===== config.mk =====
export PLATFORM = sky130hd
export DESIGN_NAME = lane_mask_unit
export DESIGN_NICKNAME = d
export VERILOG_FILES = /design/src/rtl/lane_mask_pkg.sv /design/src/rtl/mask_alu.sv /design/src/rtl/zero_detect.sv /design/src/rtl/mask_reg.sv /design/src/rtl/lane_mask_unit.sv
export SDC_FILE = /design/constraint.sdc
export NUM_CORES = 1
export LEC_CHECK = 0
export BUFFER_PORTS_ARGS = -buffer_cell sky130_fd_sc_hd__buf_2
export CAP_MARGIN = 20
export CORE_MARGIN = 4
export CORE_UTILIZATION = 52
export CTS_BUF_LIST = sky130_fd_sc_hd__clkbuf_16
export DETAILED_ROUTE_END_ITERATION = 8
export GPL_TIMING_DRIVEN = 0
export PLACE_DENSITY_LB_ADDON = 0.08
export SLEW_MARGIN = 20
export SYNTH_ARGS = -nofsm -noshare
export SYNTH_HDL_FRONTEND = slang
export SYNTH_SLANG_ARGS = --single-unit

===== constraint.sdc =====
create_clock -name clk_i -period 6.4 [get_ports clk_i]
set_input_delay 0.32 -clock clk_i [delete_from_list [all_inputs] [get_ports clk_i]]
set_output_delay 0.32 -clock clk_i [all_outputs]
set_load 0.005 [all_outputs]

===== src/rtl/lane_mask_pkg.sv =====
package lane_mask_pkg;
  localparam int unsigned OP_W = 4;

  typedef enum logic [OP_W-1:0] {
    OP_NOP       = 4'd0,
    OP_AND_SAVE  = 4'd1,
    OP_OR_SAVE   = 4'd2,
    OP_XOR_DST   = 4'd3,
    OP_XOR_EXEC  = 4'd4,
    OP_END_REG   = 4'd5,
    OP_LOOP_END  = 4'd6,
    OP_BRK_EXEC  = 4'd7,
    OP_BRK_COND  = 4'd8,
    OP_BRK_SAVED = 4'd9,
    OP_BR_ZERO   = 4'd10,
    OP_BR_NZERO  = 4'd11
  } mask_op_e;
endpackage


===== src/rtl/mask_alu.sv =====
module mask_alu
  import lane_mask_pkg::*;
#(
  parameter int unsigned LANES = 64
) (
  input  logic [OP_W-1:0]  op_i,
  input  logic [LANES-1:0] exec_i,
  input  logic [LANES-1:0] cond_i,
  input  logic [LANES-1:0] src_i,
  output logic [LANES-1:0] exec_nxt_o,
  output logic             exec_we_o,
  output logic [LANES-1:0] dst_o,
  output logic             dst_we_o,
  output logic             br_z_o,
  output logic             br_nz_o
);
  always_comb begin
    exec_nxt_o = exec_i;
    exec_we_o  = 1'b0;
    dst_o      = '0;
    dst_we_o   = 1'b0;
    br_z_o     = 1'b0;
    br_nz_o    = 1'b0;
    case (op_i)
      OP_AND_SAVE: begin
        dst_o = exec_i; dst_we_o = 1'b1;
        exec_nxt_o = exec_i & cond_i; exec_we_o = 1'b1;
      end
      OP_OR_SAVE: begin
        dst_o = exec_i; dst_we_o = 1'b1;
        exec_nxt_o = exec_i | src_i; exec_we_o = 1'b1;
      end
      OP_XOR_DST: begin
        dst_o = exec_i ^ src_i; dst_we_o = 1'b1;
      end
      OP_XOR_EXEC: begin
        exec_nxt_o = exec_i ^ src_i; exec_we_o = 1'b1;
      end
      OP_END_REG: begin
        exec_nxt_o = exec_i | src_i; exec_we_o = 1'b1;
      end
      OP_LOOP_END: begin
        exec_nxt_o = exec_i & ~src_i; exec_we_o = 1'b1;
        br_nz_o = 1'b1;  // fused continue test on the new mask
      end
      OP_BRK_EXEC: begin
        dst_o = exec_i | src_i; dst_we_o = 1'b1;
      end
      OP_BRK_COND, OP_BRK_SAVED: begin
        dst_o = cond_i | src_i; dst_we_o = 1'b1;
      end
      OP_BR_ZERO:  br_z_o  = 1'b1;
      OP_BR_NZERO: br_nz_o = 1'b1;
      default: ;
    endcase
  end
endmodule


===== src/rtl/zero_detect.sv =====
module zero_detect #(
  parameter int unsigned LANES = 64,
  parameter int unsigned GROUP = 8
) (
  input  logic [LANES-1:0] vec_i,
  output logic             any_o
);
  localparam int unsigned NGRP = (LANES + GROUP - 1) / GROUP;
  localparam int unsigned PADW = NGRP * GROUP;

  logic [PADW-1:0] padded;
  logic [NGRP-1:0] grp_any;

  generate
    if (PADW > LANES) begin : g_pad
      assign padded = {{(PADW-LANES){1'b0}}, vec_i};
    end else begin : g_nopad
      assign padded = vec_i;
    end
    for (genvar g = 0; g < NGRP; g++) begin : g_grp
      assign grp_any[g] = |padded[g*GROUP +: GROUP];
    end
  endgenerate

  assign any_o = |grp_any;
endmodule


===== src/rtl/mask_reg.sv =====
module mask_reg #(
  parameter int unsigned LANES = 64
) (
  input  logic             clk_i,
  input  logic             rst_ni,
  input  logic             we_i,
  input  logic [LANES-1:0] d_i,
  output logic [LANES-1:0] q_o
);
  always_ff @(posedge clk_i or negedge rst_ni) begin
    if (!rst_ni)   q_o <= '1;
    else if (we_i) q_o <= d_i;
  end

  assert_hold_R1: assert property (@(posedge clk_i) disable iff (!rst_ni)
    !we_i |=> q_o == $past(q_o));
endmodule


===== src/rtl/lane_mask_unit.sv =====
module lane_mask_unit
  import lane_mask_pkg::*;
#(
  parameter int unsigned LANES = 64,
  parameter int unsigned GROUP = 8
) (
  input  logic             clk_i,
  input  logic             rst_ni,
  input  logic [OP_W-1:0]  op_i,
  input  logic [LANES-1:0] cond_i,
  input  logic [LANES-1:0] src_i,
  output logic [LANES-1:0] dst_o,
  output logic             dst_we_o,
  output logic [LANES-1:0] exec_o,
  output logic             take_z_o,
  output logic             take_nz_o
);
  logic [LANES-1:0] exec_nxt;
  logic             exec_we, br_z, br_nz, nxt_any;

  mask_alu #(.LANES(LANES)) u_alu (
    .op_i(op_i), .exec_i(exec_o), .cond_i(cond_i), .src_i(src_i),
    .exec_nxt_o(exec_nxt), .exec_we_o(exec_we),
    .dst_o(dst_o), .dst_we_o(dst_we_o),
    .br_z_o(br_z), .br_nz_o(br_nz)
  );

  zero_detect #(.LANES(LANES), .GROUP(GROUP)) u_zd (
    .vec_i(exec_nxt), .any_o(nxt_any)
  );

  mask_reg #(.LANES(LANES)) u_exec (
    .clk_i(clk_i), .rst_ni(rst_ni), .we_i(exec_we),
    .d_i(exec_nxt), .q_o(exec_o)
  );

  assign take_z_o  = br_z  & ~nxt_any;
  assign take_nz_o = br_nz &  nxt_any;

  assert_and_save_R2: assert property (@(posedge clk_i) disable iff (!rst_ni)
    op_i == OP_AND_SAVE |-> dst_we_o && dst_o == exec_o);
  assert_and_narrow_R2: assert property (@(posedge clk_i) disable iff (!rst_ni)
    op_i == OP_AND_SAVE |=> (exec_o & ~$past(cond_i)) == '0);
  assert_end_keep_R5: assert property (@(posedge clk_i) disable iff (!rst_ni)
    op_i == OP_END_REG |=> (exec_o & $past(exec_o)) == $past(exec_o));
  assert_loop_clear_R6: assert property (@(posedge clk_i) disable iff (!rst_ni)
    op_i == OP_LOOP_END |=> (exec_o & $past(src_i)) == '0);
  assert_loop_flag_R6: assert property (@(posedge clk_i) disable iff (!rst_ni)
    op_i == OP_LOOP_END |=> $past(take_nz_o) == (exec_o != '0));
  assert_brz_R8: assert property (@(posedge clk_i) disable iff (!rst_ni)
    take_z_o |-> exec_o == '0);
  assert_unknown_R10: assert property (@(posedge clk_i) disable iff (!rst_ni)
    op_i > OP_BR_NZERO |-> !dst_we_o && !take_z_o && !take_nz_o);
  assert_unknown_hold_R10: assert property (@(posedge clk_i) disable iff (!rst_ni)
    op_i > OP_BR_NZERO |=> $stable(exec_o));
  assert_flags_R11: assert property (@(posedge clk_i) disable iff (!rst_ni)
    $onehot0({take_z_o, take_nz_o}));
endmodule


# Yosys cells after proc, flatten, opt, wreduce, memory -nomap -nowiden
# Index checks and enable logic that the tools add are counted.
# W data, S select, Z words.
# op_classes
addsub	0
multipliers	0
div_mod_pow	0
magnitude_cmp	0
n_eq_ne	11
n_shift	0
mux	6
bitwise_logic	9
reduce_logical	7
# op_table
cell	n
$pmux W64 S4	2
$and A64 B64 Y64	2
$or A64 B64 Y64	2
$not A64 Y64	1
$reduce_or A64 Y1	1
$xor A64 B64 Y64	1
$eq A4 B3 Y1 const B	4
$eq A4 B4 Y1 const B	4
$eq A4 B2 Y1 const B	2
$reduce_or A2 Y1	4
$reduce_or A6 Y1	1
$reduce_or A5 Y1	1
$eq A4 B1 Y1 const B	1
$mux W1	4
$and A1 B1 Y1	2
$not A1 Y1	1
# totals
regBits	64
latchBits	0
ramBits	0
mem_bits_ro	0
inputBits	134
output_inout_bits	131
word_cells	34
memories	0

# Depth between registers and ports, before layout
# depth
ltp_word	6
ltp_mapped	12

# Hierarchy
# A second synthesis with hierarchy kept.
# unflattened
hier_cells	1097
area_unflattened_um2	8803.4
# modules_own_cells
module	instances	cells_each	area_each_um2	seq_area_each_um2
mask_alu	1	939	5889.4	0.0
mask_reg	1	135	2758.9	1681.6
zero_detect	1	21	138.9	0.0
lane_mask_unit	1	2	16.3	0.0

# Least setup slack after synthesis
# OpenSTA, ideal clock, no wires.
# synth_path
path_kind	register -> output
start	register u_exec.q_o[37]
end	output take_nz_o
arrival_ns	2.524
slack_ns	3.556
path_stages_with_launch	11
path_cell_list	dfstp_2 inv_1 ha_1 nor4bb_1 a2111oi_0 o22ai_1 nor2_1 or4b_1 nor4_1 nand4_1 and3_1
# synth_between
elab_chain_cells	4
elab_cells_between_ends	7
cone_classes	1 x mux; 5 x bitwise; 1 x reduce/logical
# synth_lines
element	line_no	source
start, declared	mask_reg.sv:8	output logic [LANES-1:0] q_o
start signal, assigned	mask_reg.sv:12	else if (we_i) q_o <= d_i;
$and A64 B64 Y64, or another cell as far along	mask_alu.sv:43	exec_nxt_o = exec_i & ~src_i; exec_we_o = 1'b1;
$pmux W64 S4 *	mask_alu.sv:24	case (op_i)
$reduce_or A64 Y1 *	zero_detect.sv:25	assign any_o = |grp_any;
$and A1 B1 Y1 *	lane_mask_unit.sv:38	assign take_nz_o = br_nz & nxt_any;
end, declared	lane_mask_unit.sv:16	output logic take_nz_o
# Mark *: on every way between the ends. The rest lies on a longest branch, timed or not.

# Final worst setup path
# layout_path
start	input op_i[3]
end	output dst_o[42]
# layout_between
elab_chain_cells	3
elab_cells_between_ends	9
cone_classes	6 x eq/ne; 1 x mux; 2 x reduce/logical
# layout_lines
element	line_no	source
start, declared	lane_mask_unit.sv:9	input logic [OP_W-1:0] op_i,
$eq A4 B4 Y1, or another cell as far along	mask_alu.sv:24	
$reduce_or A2 Y1	-	
$pmux W64 S4 *	mask_alu.sv:24	
end, declared	lane_mask_unit.sv:12	output logic [LANES-1:0] dst_o,
# Marked as above.

==> results by group <==
Flow run
  – Max cap viols: 0

Floorplan
  – Die area: ~0.018 mm²
  – Die height: between 100 and 150 µm
  – Core area: between 0.015 and 0.02 mm²
  – Die Width: 133 µm
  – Initial core utilization: a little over half
  – Rows: 45
  – # IOs: 265

CTS
  – Clk slew on worst S/H paths: 0.06 ns
  – Clock sink count: 64
  – CTS resizes: 0
  – CTS tree: yes
  – Clk_lat worst skew: 0.35 ns
  – CTS Hold Bufs: 0
  – # Post-CTS Setup Buffers: 0
  – CTS Buf Count: 9
  – Max Root-Sink Buffers: 2
  – CTS root buf: clkbuf_16
  – Htree depth: 3

Layout
  – Commonest non-fill, non-tap cells in the layout: buf_2, nand2_1, inv_1, o21ai_0, o2111ai_1
  – Commonest non-fill, non-tap cell in the layout: buf_2
  – Total Nets Final: around 1600
  – Top flop regs: u_exec.q_o (64)
  – Biggest register: u_exec.q_o
  – Synthesis-to-layout area growth: 22.9%
  – Final Cell Area: around 0.010 mm²
  – Fillers: between 1000 and 1500
  – Ratio of cells with drive above 1 in the final layout: 29.1%
  – Max reg flops: 64

Synth
  – Yosys reg bits: between 60 and 70
  – Mean Syn Cell Area: 7.22 µm²
  – Post-synth net total: ~1300
  – Synth async-reset ratio: 100%
  – Post-synth top area share: approximately 20%
  – Register area share after synthesis: between 20% and 30%
  – Post-synthesis cell area: between 0.008 and 0.009 mm²
  – EDFF count, synth: 0
  – Yosys top cell by area: dfstp_2
  – Yosys warns: 0
  – Synth unique cells: 73
  – Dominant cells by area after synthesis: dfstp_2, ha_1, o21ai_0, o2111ai_1, nand2_1
  – Gate count after technology mapping: approximately 1100
  – Top_reg_cell synth: dfstp_2

Detailed routing
  – Total number of vias: between 10000 and 15000
  – Total iterations of the first detailed-routing run: 8
  – DRT Wirelength: about 40000 µm
  – Initial DRC count: 1920
  – WL/cell: 24.6 µm
  – DRT antenna net count: 0
  – Vias/cell: 6.82
  – Drc violations: 0

Worst hold path
  – HP Class: in2async

Timing
  – RSZ-0062 raised after global routing: false
  – Slew Viols, Final: 0
  – Slew @ Worst Pin: ~1.2 ns
  – Post-route clock period utilization: between 70% and 80%
  – FMAX: approximately 220 MHz
  – Skew final: 0 ns
  – Crit path time final: 4.61 ns
  – Endpoints failing hold: 0
  – Setup TNS Final: 0 ns
  – Relative slew margins: 21.4%
  – Setup violators final: 0

Pwr
  – Leak: roughly 4.7 nW
  – Max VDD drop: 126 µV
  – Pwr Total: between 2 and 2.5 mW
  – Power density over the cells: approximately 220 mW/mm²

Worst setup path
  – Crit path arrival time: 4.29 ns
  – CP most frequent cell: buf_2
  – CP startpoint kind: input pin
  – Crit path max-delay family: buffers and inverters
  – Req. time, crit path: 6.08 ns
  – CP Capture Type: output port
  – Slowest cell delay on critical path: ~0.80 ns
  – Critical Path Fanout Max: 10
  – Crit Path Category: in2out
  – CP bufs+invs: 7
  – RR Startpoint: u_exec.q_o[7]$_DFFE_PN1P_
  – Setup slack, reg-to-reg: between 4 and 5 ns
  – Crit path from: op_i[3]
  – R2R depth: 4
  – Slowest CP cell: clkbuf_1
  – Stages on the worst setup path: 11
  – CP endpoint: dst_o[42]
  – Crit-path cells: buf_2 -> buf_2 -> buf_1 -> buf_2 -> buf_2 -> nand2_1 -> nor2_1 -> clkbuf_1 -> o21ai_0 -> o2111ai_1 -> buf_2
  – RR Endpoint: u_exec.q_o[7]$_DFFE_PN1P_

Global routing
  – Met3 Resource Use GR: roughly 14%
  – Busiest grt layer: met2
  – Initial antenna violation count: 2
  – M1 GR Usage: 56.1%
  – Number of global-route vias before repair: 10200
  – GR met2 Demand/Resource: a little over three fifths
  – Grt total ovfl: 0
  – Total track usage: a little over two fifths
  – Largest net degree at the start of global routing: 35
  – First-pass GRT wire length: about 60000 µm

Placed design
  – Gpl congestion: 1.07
  – DPL Wire Length: 29000 µm
  – I/O Buffers: approximately 260
  – Post-DP Area: ~0.01 mm²

Outcome
  – Status: finished, final reports clean
## layer usage
| metal | part of all wire [%] | vias to the layer above |
|---|---|---|
| li1 | - | 4753 |
| met1 | 37 | 5104 |
| met2 | 41 | 1031 |
| met3 | 15 | 223 |
| met4 | 6.2 | 2 |
| met5 | 0.032 | - |
## cells by family (layout without fill, tap and decap cells)
logic type,count (synthesis),in the layout,synth area share [%]
fa+ha+maj,64,64,9.79
buf+inv,243,524,12.3
simple gates,321,321,19.5
flops,64,64,20.6
compound gates,440,440,37.6
other cells,0,3,0
xor+xnor,1,1,0.107
mux,1,1,0.122
## worst register-to-register path, stage by stage (launching register included)
cell	delay (ns)
dfstp_2	0.56
inv_1	0.05
ha_1	0.29
a2bb2oi_1	0.06
o21ai_0	0.66
## stage by stage
stage	utilization, %	instances	setup slack, ns	hold WS (ns)
2_1_floorplan	-	1134	3.56	0.172
3_3_place_gp	63.8	1609	2.13	0.511
3_5_place_dp	63.9	1610	2.07	0.525
4_1_cts	65.6	1626	2.05	0.289
5_1_grt	65.6	1626	1.78	0.298
6_report	65.6	1629	1.79	0.262
## layout make-up
cell class | instances | area [µm²] | area share [%]
multi-input combinational | 827 | 5490 | 54.6
sequential | 64 | 1680 | 16.7
timing repair buffer | 265 | 1340 | 13.4
inverter | 150 | 563 | 5.60
buffer | 93 | 444 | 4.42
tap | 211 | 264 | 2.63
clock buffer | 9 | 225 | 2.24
clock inverter | 7 | 30.0 | 0.299
antenna | 3 | 7.51 | 0.0747
## cell usage after synthesis, types with 7 or more instances
library cell	instances
nand2_1	156
inv_1	146
o21ai_0	125
o2111ai_1	68
dfstp_2	64
ha_1	64
a21oi_1	45
clkbuf_1	45
nor2_1	42
buf_2	34
a2bb2oi_1	29
nor2b_1	25
o22ai_1	21
nand2b_1	18
o211ai_1	17
o21ai_1	14
a32oi_1	13
o31ai_1	13
nand3_1	12
o221ai_1	11
nor3_1	10
o221a_2	10
a21o_1	9
a22oi_1	9
o22a_1	9
nor4bb_1	8
a22o_1	7
nor4_1	7
## worst min path at each step
stage | from | endpoint | slack [ns] | cells past startpoint
finish | rst_ni | u_exec.q_o[54]$_DFFE_PN1P_ | 0.26 | 1
global route | rst_ni | u_exec.q_o[54]$_DFFE_PN1P_ | 0.30 | 1
CTS | rst_ni | u_exec.q_o[54]$_DFFE_PN1P_ | 0.29 | 1
detailed placement | u_exec.q_o[60]$_DFFE_PN1P_ | u_exec.q_o[60]$_DFFE_PN1P_ | 0.53 | 2
global placement | u_exec.q_o[60]$_DFFE_PN1P_ | u_exec.q_o[60]$_DFFE_PN1P_ | 0.51 | 2
floorplan | rst_ni | u_exec.q_o[0]$_DFFE_PN1P_ | 0.17 | 0
## where the power goes
part	switching (mW)	leakage (nW)	internal, mW
clock network	0.210	0.133	0.255
logic	0.595	3.91	0.424
registers	0.113	0.671	0.569
Power figures use the tool's default switching activity.
